**src/rtl/gpio_pkg.sv**
```systemverilog
package gpio_pkg;
  localparam int BANK_W = 32;
  localparam int ADDR_W = 12;

  localparam logic [ADDR_W-1:0] OFF_LEVEL = 12'h004;
  localparam logic [ADDR_W-1:0] OFF_DIR   = 12'h01C;
  localparam logic [ADDR_W-1:0] OFF_SET   = 12'h034;
  localparam logic [ADDR_W-1:0] OFF_CLR   = 12'h04C;
  localparam logic [ADDR_W-1:0] OFF_RISE  = 12'h064;
  localparam logic [ADDR_W-1:0] OFF_FALL  = 12'h07C;
  localparam logic [ADDR_W-1:0] OFF_MASK  = 12'h0AC;
  localparam logic [ADDR_W-1:0] OFF_SRC   = 12'h0C4;
  localparam logic [ADDR_W-1:0] OFF_TYPE  = 12'h300;
  localparam logic [ADDR_W-1:0] OFF_POL   = 12'h318;
  localparam logic [ADDR_W-1:0] OFF_WMASK = 12'h400;
  localparam logic [ADDR_W-1:0] OFF_WSRC  = 12'h418;

  // per-bank write strobes, one per writable register type
  typedef struct packed {
    logic dir;
    logic set;
    logic clr;
    logic rise;
    logic fall;
    logic mask;
    logic src;
    logic itype;
    logic pol;
    logic wmask;
    logic wsrc;
  } wr_sel_t;
endpackage

```
**src/rtl/gpio_sync.sv**
```systemverilog
module gpio_sync #(
  parameter int W = 32
) (
  input  logic         clk,
  input  logic         rst_n,
  input  logic [W-1:0] d,
  output logic [W-1:0] q
);
  logic [W-1:0] meta;

  always_ff @(posedge clk or negedge rst_n) begin
    if (!rst_n) begin
      meta <= '0;
      q    <= '0;
    end else begin
      meta <= d;
      q    <= meta;
    end
  end
endmodule

```
**src/rtl/gpio_event_detect.sv**
```systemverilog
module gpio_event_detect #(
  parameter int W = 32
) (
  input  logic         clk,
  input  logic         rst_n,
  input  logic [W-1:0] lvl,
  input  logic [W-1:0] rise_en,
  input  logic [W-1:0] fall_en,
  input  logic [W-1:0] itype,
  input  logic [W-1:0] pol,
  output logic [W-1:0] evt
);
  logic [W-1:0] prev;
  logic [W-1:0] edge_hit;
  logic [W-1:0] level_hit;

  always_ff @(posedge clk or negedge rst_n) begin
    if (!rst_n) prev <= '0;
    else        prev <= lvl;
  end

  always_comb begin
    edge_hit  = (rise_en & lvl & ~prev) | (fall_en & ~lvl & prev);
    level_hit = lvl ^ pol;
    evt       = (itype & level_hit) | (~itype & edge_hit);
  end
endmodule

```
**src/rtl/gpio_bank_regs.sv**
```systemverilog
module gpio_bank_regs
  import gpio_pkg::*;
#(
  parameter int W = BANK_W
) (
  input  logic         clk,
  input  logic         rst_n,
  input  wr_sel_t      ws,
  input  logic [W-1:0] wdata,
  input  logic [W-1:0] evt,
  output logic [W-1:0] dir_q,
  output logic [W-1:0] out_q,
  output logic [W-1:0] rise_q,
  output logic [W-1:0] fall_q,
  output logic [W-1:0] mask_q,
  output logic [W-1:0] src_q,
  output logic [W-1:0] type_q,
  output logic [W-1:0] pol_q,
  output logic [W-1:0] wmask_q,
  output logic [W-1:0] wsrc_q
);
  logic [W-1:0] set_m, clr_m, src_clr, wsrc_clr;

  always_comb begin
    set_m    = ws.set  ? wdata : '0;
    clr_m    = ws.clr  ? wdata : '0;
    src_clr  = ws.src  ? wdata : '0;
    wsrc_clr = ws.wsrc ? wdata : '0;
  end

  always_ff @(posedge clk or negedge rst_n) begin
    if (!rst_n) begin
      dir_q   <= '0;
      out_q   <= '0;
      rise_q  <= '0;
      fall_q  <= '0;
      mask_q  <= '0;
      src_q   <= '0;
      type_q  <= '0;
      pol_q   <= '0;
      wmask_q <= '0;
      wsrc_q  <= '0;
    end else begin
      if (ws.dir)   dir_q   <= wdata;
      if (ws.rise)  rise_q  <= wdata;
      if (ws.fall)  fall_q  <= wdata;
      if (ws.mask)  mask_q  <= wdata;
      if (ws.itype) type_q  <= wdata;
      if (ws.pol)   pol_q   <= wdata;
      if (ws.wmask) wmask_q <= wdata;
      out_q  <= (out_q | set_m) & ~clr_m;
      // a fresh event outranks a clear in the same cycle
      src_q  <= (src_q & ~src_clr) | evt;
      wsrc_q <= (wsrc_q & ~wsrc_clr) | (evt & wmask_q);
    end
  end
endmodule

```
**src/rtl/gpio_banked_ctrl.sv**
```systemverilog
module gpio_banked_ctrl
  import gpio_pkg::*;
#(
  parameter int NUM_BANKS = 6
) (
  input  logic                          clk,
  input  logic                          rst_n,
  input  logic                          bus_en,
  input  logic                          bus_we,
  input  logic [ADDR_W-1:0]             bus_addr,
  input  logic [BANK_W-1:0]             bus_wdata,
  output logic [BANK_W-1:0]             bus_rdata,
  input  logic [NUM_BANKS*BANK_W-1:0]   pin_in,
  output logic [NUM_BANKS*BANK_W-1:0]   pin_out,
  output logic [NUM_BANKS*BANK_W-1:0]   pin_oe,
  output logic                          irq_out,
  output logic                          wake_out
);
  localparam int NPINS = NUM_BANKS * BANK_W;

  logic wr_en;
  logic [NUM_BANKS-1:0][BANK_W-1:0] lvl_a, evt_a, dir_a, out_a, rise_a, fall_a;
  logic [NUM_BANKS-1:0][BANK_W-1:0] mask_a, src_a, type_a, pol_a, wmask_a, wsrc_a;

  assign wr_en = bus_en && bus_we;

  gpio_sync #(.W(NPINS)) u_sync (
    .clk(clk), .rst_n(rst_n), .d(pin_in), .q(lvl_a)
  );

  for (genvar b = 0; b < NUM_BANKS; b++) begin : g_bank
    localparam logic [ADDR_W-1:0] STEP = ADDR_W'(4 * b);
    wr_sel_t ws;

    always_comb begin
      ws.dir   = wr_en && (bus_addr == OFF_DIR   + STEP);
      ws.set   = wr_en && (bus_addr == OFF_SET   + STEP);
      ws.clr   = wr_en && (bus_addr == OFF_CLR   + STEP);
      ws.rise  = wr_en && (bus_addr == OFF_RISE  + STEP);
      ws.fall  = wr_en && (bus_addr == OFF_FALL  + STEP);
      ws.mask  = wr_en && (bus_addr == OFF_MASK  + STEP);
      ws.src   = wr_en && (bus_addr == OFF_SRC   + STEP);
      ws.itype = wr_en && (bus_addr == OFF_TYPE  + STEP);
      ws.pol   = wr_en && (bus_addr == OFF_POL   + STEP);
      ws.wmask = wr_en && (bus_addr == OFF_WMASK + STEP);
      ws.wsrc  = wr_en && (bus_addr == OFF_WSRC  + STEP);
    end

    gpio_event_detect #(.W(BANK_W)) u_det (
      .clk(clk), .rst_n(rst_n), .lvl(lvl_a[b]),
      .rise_en(rise_a[b]), .fall_en(fall_a[b]),
      .itype(type_a[b]), .pol(pol_a[b]), .evt(evt_a[b])
    );

    gpio_bank_regs #(.W(BANK_W)) u_regs (
      .clk(clk), .rst_n(rst_n), .ws(ws), .wdata(bus_wdata), .evt(evt_a[b]),
      .dir_q(dir_a[b]), .out_q(out_a[b]), .rise_q(rise_a[b]), .fall_q(fall_a[b]),
      .mask_q(mask_a[b]), .src_q(src_a[b]), .type_q(type_a[b]), .pol_q(pol_a[b]),
      .wmask_q(wmask_a[b]), .wsrc_q(wsrc_a[b])
    );
  end

  always_comb begin
    bus_rdata = '0;
    if (bus_en && !bus_we) begin
      for (int b = 0; b < NUM_BANKS; b++) begin
        if (bus_addr == OFF_LEVEL + ADDR_W'(4*b)) bus_rdata = lvl_a[b];
        if (bus_addr == OFF_DIR   + ADDR_W'(4*b)) bus_rdata = dir_a[b];
        if (bus_addr == OFF_RISE  + ADDR_W'(4*b)) bus_rdata = rise_a[b];
        if (bus_addr == OFF_FALL  + ADDR_W'(4*b)) bus_rdata = fall_a[b];
        if (bus_addr == OFF_MASK  + ADDR_W'(4*b)) bus_rdata = mask_a[b];
        if (bus_addr == OFF_SRC   + ADDR_W'(4*b)) bus_rdata = src_a[b];
        if (bus_addr == OFF_TYPE  + ADDR_W'(4*b)) bus_rdata = type_a[b];
        if (bus_addr == OFF_POL   + ADDR_W'(4*b)) bus_rdata = pol_a[b];
        if (bus_addr == OFF_WMASK + ADDR_W'(4*b)) bus_rdata = wmask_a[b];
        if (bus_addr == OFF_WSRC  + ADDR_W'(4*b)) bus_rdata = wsrc_a[b];
      end
    end
  end

  assign pin_out  = out_a;
  assign pin_oe   = dir_a;
  assign irq_out  = |(src_a & mask_a);
  assign wake_out = |wsrc_a;
endmodule

```
**config.mk**
```make
export PLATFORM = sky130hd
export DESIGN_NAME = gpio_banked_ctrl
export DESIGN_NICKNAME = d
export VERILOG_FILES = /design/src/rtl/gpio_pkg.sv /design/src/rtl/gpio_sync.sv /design/src/rtl/gpio_event_detect.sv /design/src/rtl/gpio_bank_regs.sv /design/src/rtl/gpio_banked_ctrl.sv
export SDC_FILE = /design/constraint.sdc
export NUM_CORES = 2
export LEC_CHECK = 0
export ABC_AREA = 1
export ABC_CLOCK_PERIOD_IN_PS = 9650
export BUFFER_PORTS_ARGS = -buffer_cell sky130_fd_sc_hd__buf_2
export CELL_PAD_IN_SITES_DETAIL_PLACEMENT = 1
export CELL_PAD_IN_SITES_GLOBAL_PLACEMENT = 2
export CORE_MARGIN = 3
export CORE_UTILIZATION = 40
export CTS_CLUSTER_SIZE = 24
export DETAILED_ROUTE_END_ITERATION = 8
export GPL_ROUTABILITY_DRIVEN = 1
export PLACE_DENSITY = 0.93
export SYNTH_ARGS = -nofsm -noshare
export SYNTH_HDL_FRONTEND = slang
export SYNTH_SLANG_ARGS = --single-unit
```
**constraint.sdc**
```tcl
create_clock -name clk -period 9.65 [get_ports clk]
set_input_delay 1.93 -clock clk [delete_from_list [all_inputs] [get_ports clk]]
set_output_delay 1.93 -clock clk [all_outputs]
set_load 0.02 [all_outputs]
```
==> results.txt <==
In the routed design, unresolved DRC markers number 0. The unique cell type count in the Yosys netlist came out at 45. The clock network latency to the later pin of the worst-skew pair is 0.97 ns. The chip width is 527.0 um. The final hold violation count is 0.

The flow ran to the end, and the final reports show no timing, DRC or antenna violations. For this run, the leading register cell type out of synthesis is sky130_fd_sc_hd__dfrtp_1. The initial antenna violation count is 58. The part of the Yosys area used for sequential elements is 57.53%. The path class of the tightest hold or removal check is flop to flop. The number of nets at the end of the flow came out at 13803. Max-cap violations in this run came to 0. The buffering stage count on the worst path with inverters included came out at 11. The share of flip-flops with an asynchronous set or reset is 100.0%. For this run, the total global-route usage over all layers was measured as 37.53%.

The total of hold buffers inserted after clock tree synthesis is 0. Yosys attributes the largest share of cell area to sky130_fd_sc_hd__dfrtp_1 (58%), sky130_fd_sc_hd__nand2_1 (13%), sky130_fd_sc_hd__o21ai_0 (11%). Counting instances in the post-synthesis netlist gives the leading cell types as sky130_fd_sc_hd__nand2_1 (3900), sky130_fd_sc_hd__dfrtp_1 (2496), sky130_fd_sc_hd__o21ai_0 (2400). The highest fanout seen on the critical path came out at 6. The final-report max-slew violation count was 0. The final core utilization is 47.66%. The cell count after synthesis came out at 12893. The static leakage came out at 57.40 nW. STA classifies the critical path endpoint as an output port.

The destination of the critical timing path is bus_rdata[2]. The average vias per placed instance came out at 5.965. The area added between synthesis and finish came out at 18.15%. The endpoint identified for the worst register-to-register timing path is g_bank[3].u_regs.wsrc_q[26]$_DFF_PN0_. In the global route stage, met3 resource usage came out at 10.03%. For the pin with the worst max-slew slack, the measured transition is 1.437 ns. The placeable core area is 269100 um2. The cell repeated most along the worst path is sky130_fd_sc_hd__nand4_1. The setup total negative slack came out at 0 ns. After detailed routing, the total wire length is 531.7 mm. The first-pass iteration count of the detailed router is 7. The largest stage delay on the critical path is 0.25 ns. The launching point of the worst reg2reg path is u_sync.q[122]$_DFF_PN0_.

The H-tree depth is 5. The wire length of the first global-routing pass is 763.0 mm. The root buffer cell chosen for the clock tree is sky130_fd_sc_hd__clkbuf_16. The number of buffers inserted by port buffering came out at 657.

The worst ir drop on vdd is 125.9 uV. The worst setup path is launched from a primary input. The maximum number of pins on one net before global-route repair is 173. In this run the cell area of the synthesized design comes to 108600 um2.

The headroom to the max-slew limit is 4.231%. Global routing consumed, on the met1 layer, 49.84% of the routing resources. In this run, synthesis produced a sequential element count of 2496.

The post-synthesis net count is 13133. At the end of routability-driven placement, the weighted congestion stood at 0.9706. The portion of the clock cycle consumed by the worst path in the final layout is 97.62%. The half-perimeter wire length after detailed placement came out at 373.9 mm. The floorplan die area came out at 277700 um2.

The clock sink count is 2496. The register-to-register path setup slack came out at 7.52 ns. The fraction of met2 tracks used by global routing came out at 54.66%. In the post-synthesis netlist, the cell with the most instances is sky130_fd_sc_hd__nand2_1. The launch point of the worst hold path is u_sync.meta[31]$_DFF_PN0_. The share of cells above drive strength 1 is 13.35%.

The vias after detailed routing came out at 103606. The number of placement rows is 190. The via count of the first global-routing pass came to 105820. The critical path depth in cells came out at 43. The worst setup path is of the primary input to output port kind. The category of cells accounting for the largest share of critical-path delay is simple AND/OR/NAND/NOR gates. The count of flip-flops with a built-in enable after synthesis is 0. Among all stages on the critical path, the largest delay is contributed by sky130_fd_sc_hd__nor3_4. In this run the worst setup path begins at bus_addr[0]. The minimum clock period came out at 9.420 ns. Counting cells, the worst reg-to-reg path comes to 5. met2 is the most crowded layer. TritonCTS built the clock tree.

The initial core utilization is 40.34%. The detailed router's first-iteration violation count is 12615. The count of synthesis-stage warnings from yosys is 0. The synthesized design spends more area on one cell type than any other, namely sky130_fd_sc_hd__dfrtp_1. The worst path arrival time is 7.49 ns. Power spread over the standard cell area amounts to 180.7 nW/um2. The fmax came out at 0.1062 GHz. The top cell type by area accounts for 57.53% of the synthesized area. The clock slew at the register clock pins of the worst setup and hold paths came out at 0.06 ns. The clock passes through at most 4 buffers. The routed wire length per instance came out at 30.61 um. The layout has 31706 filler cells. The average size of a mapped cell came out at 8.420 um2. In this run the remaining antenna-violating nets after routing total 0. The count of pins on the block boundary is 658.

Setup violations remaining at the end of the flow were counted as 0. The data required time at the worst endpoint came out at 7.72 ns. The number of CTS-inserted buffers came out at 288.

The height of the die came out at 527.0 um. The final global-route overflow total is 0. The clock tree skew after final layout came out at 0.04874 ns.
## area by class of cell
| cell class | instances | area (um2) | area share, % |
|---|---|---|---|
| Antenna cell | 28 | 70.07 | 0.05463 |
| Multi-Input combinational cell | 8581 | 39890 | 31.10 |
| Sequential cell | 2496 | 62460 | 48.69 |
| Tap cell | 3552 | 4444 | 3.465 |
| Clock inverter | 101 | 1498 | 1.168 |
| Timing Repair Buffer | 1102 | 7268 | 5.666 |
| Clock buffer | 415 | 8472 | 6.605 |
| Inverter | 1094 | 4161 | 3.244 |
## metrics by stage
stage               total power [mW]  worst slack [ns]  hold slack (ns)  cells  cell area [um2]
floorplan                      11.05             2.448           0.3312  12893           108600
global placement               11.65          -0.03095           0.3344  16795           117500
detailed placement             11.68           0.03089           0.3356  16795           117500
CTS                            23.25          0.004201           0.3384  17311           127500
global route                   23.78           -0.1191           0.3416  17348           128200
finish                         23.17            0.2298           0.3280  17369           128300
## how the worst min path moves through the flow
| stage | to | cells after the start |
|---|---|---|
| after floorplan | u_sync.q[0]$_DFF_PN0_ | 0 |
| after global placement | u_sync.q[46]$_DFF_PN0_ | 0 |
| after detailed placement | u_sync.q[166]$_DFF_PN0_ | 0 |
| after CTS | u_sync.q[144]$_DFF_PN0_ | 0 |
| after global routing | u_sync.q[85]$_DFF_PN0_ | 0 |
| final | u_sync.q[31]$_DFF_PN0_ | 0 |
## per-layer routing
layer / vias up / routed length (um) / share of wire (%)
met4: 30 / 38940 / 7.3
met1: 53093 / 209500 / 39
met3: 1313 / 58310 / 11
li1: 43664 / - / -
met2: 5506 / 224500 / 42
met5: - / 450 / 0.085
## cells by family (layout without fill, tap and decap cells)
group	after synthesis	after routing	synth area share [%]
and+or+nand+nor	5416	5416	20.27
muxes	12	12	0.1106
AOI/OAI and AO/OA	3126	3126	15.57
buffers and inverters	1816	2712	6.303
other	0	28	0
DFF	2496	2496	57.53
xor gates and xnor gates	27	27	0.2178
## state kept, by name, indices dropped and copies added (netlist names)
register and count:
g_bank.u_regs.out_q 192, g_bank.u_regs.dir_q 192, g_bank.u_regs.src_q 192, g_bank.u_regs.mask_q 192
g_bank.u_regs.wmask_q 192, g_bank.u_regs.pol_q 192, g_bank.u_regs.rise_q 192, g_bank.u_regs.fall_q 192
g_bank.u_regs.type_q 192, u_sync.meta 192, g_bank.u_regs.wsrc_q 192, u_sync.q 192
g_bank.u_det.prev 192
## cell usage in the layout (no fill, tap or decap), drive strengths merged, types with 128 or more instances in the layout
| cell type | instances |
|---|---|
| o22ai | 182 |
| dfrtp | 2496 |
| a21oi | 209 |
| buf | 1100 |
| a2bb2oi | 128 |
| nor2 | 686 |
| nand4 | 320 |
| o21ai | 2410 |
| nand3 | 375 |
| nand2 | 3904 |
| inv | 1070 |
| clkbuf | 417 |
## repair_timing
action | in CTS | in global routing
endpoints found under the hold margin | 0 | 0
gates resized for setup | 0 | 126
buffers inserted | 0 | 32
endpoints found under the setup margin | 0 | 32
## power by group
| part | total (mW) | switching (mW) | internal [mW] |
|---|---|---|---|
| combinational | 0.744 | 0.633 | 0.112 |
| clock | 11.7 | 4.81 | 6.85 |
| sequential | 10.8 | 0.156 | 10.6 |
No activity file was read; power rests on OpenSTA's default activity.
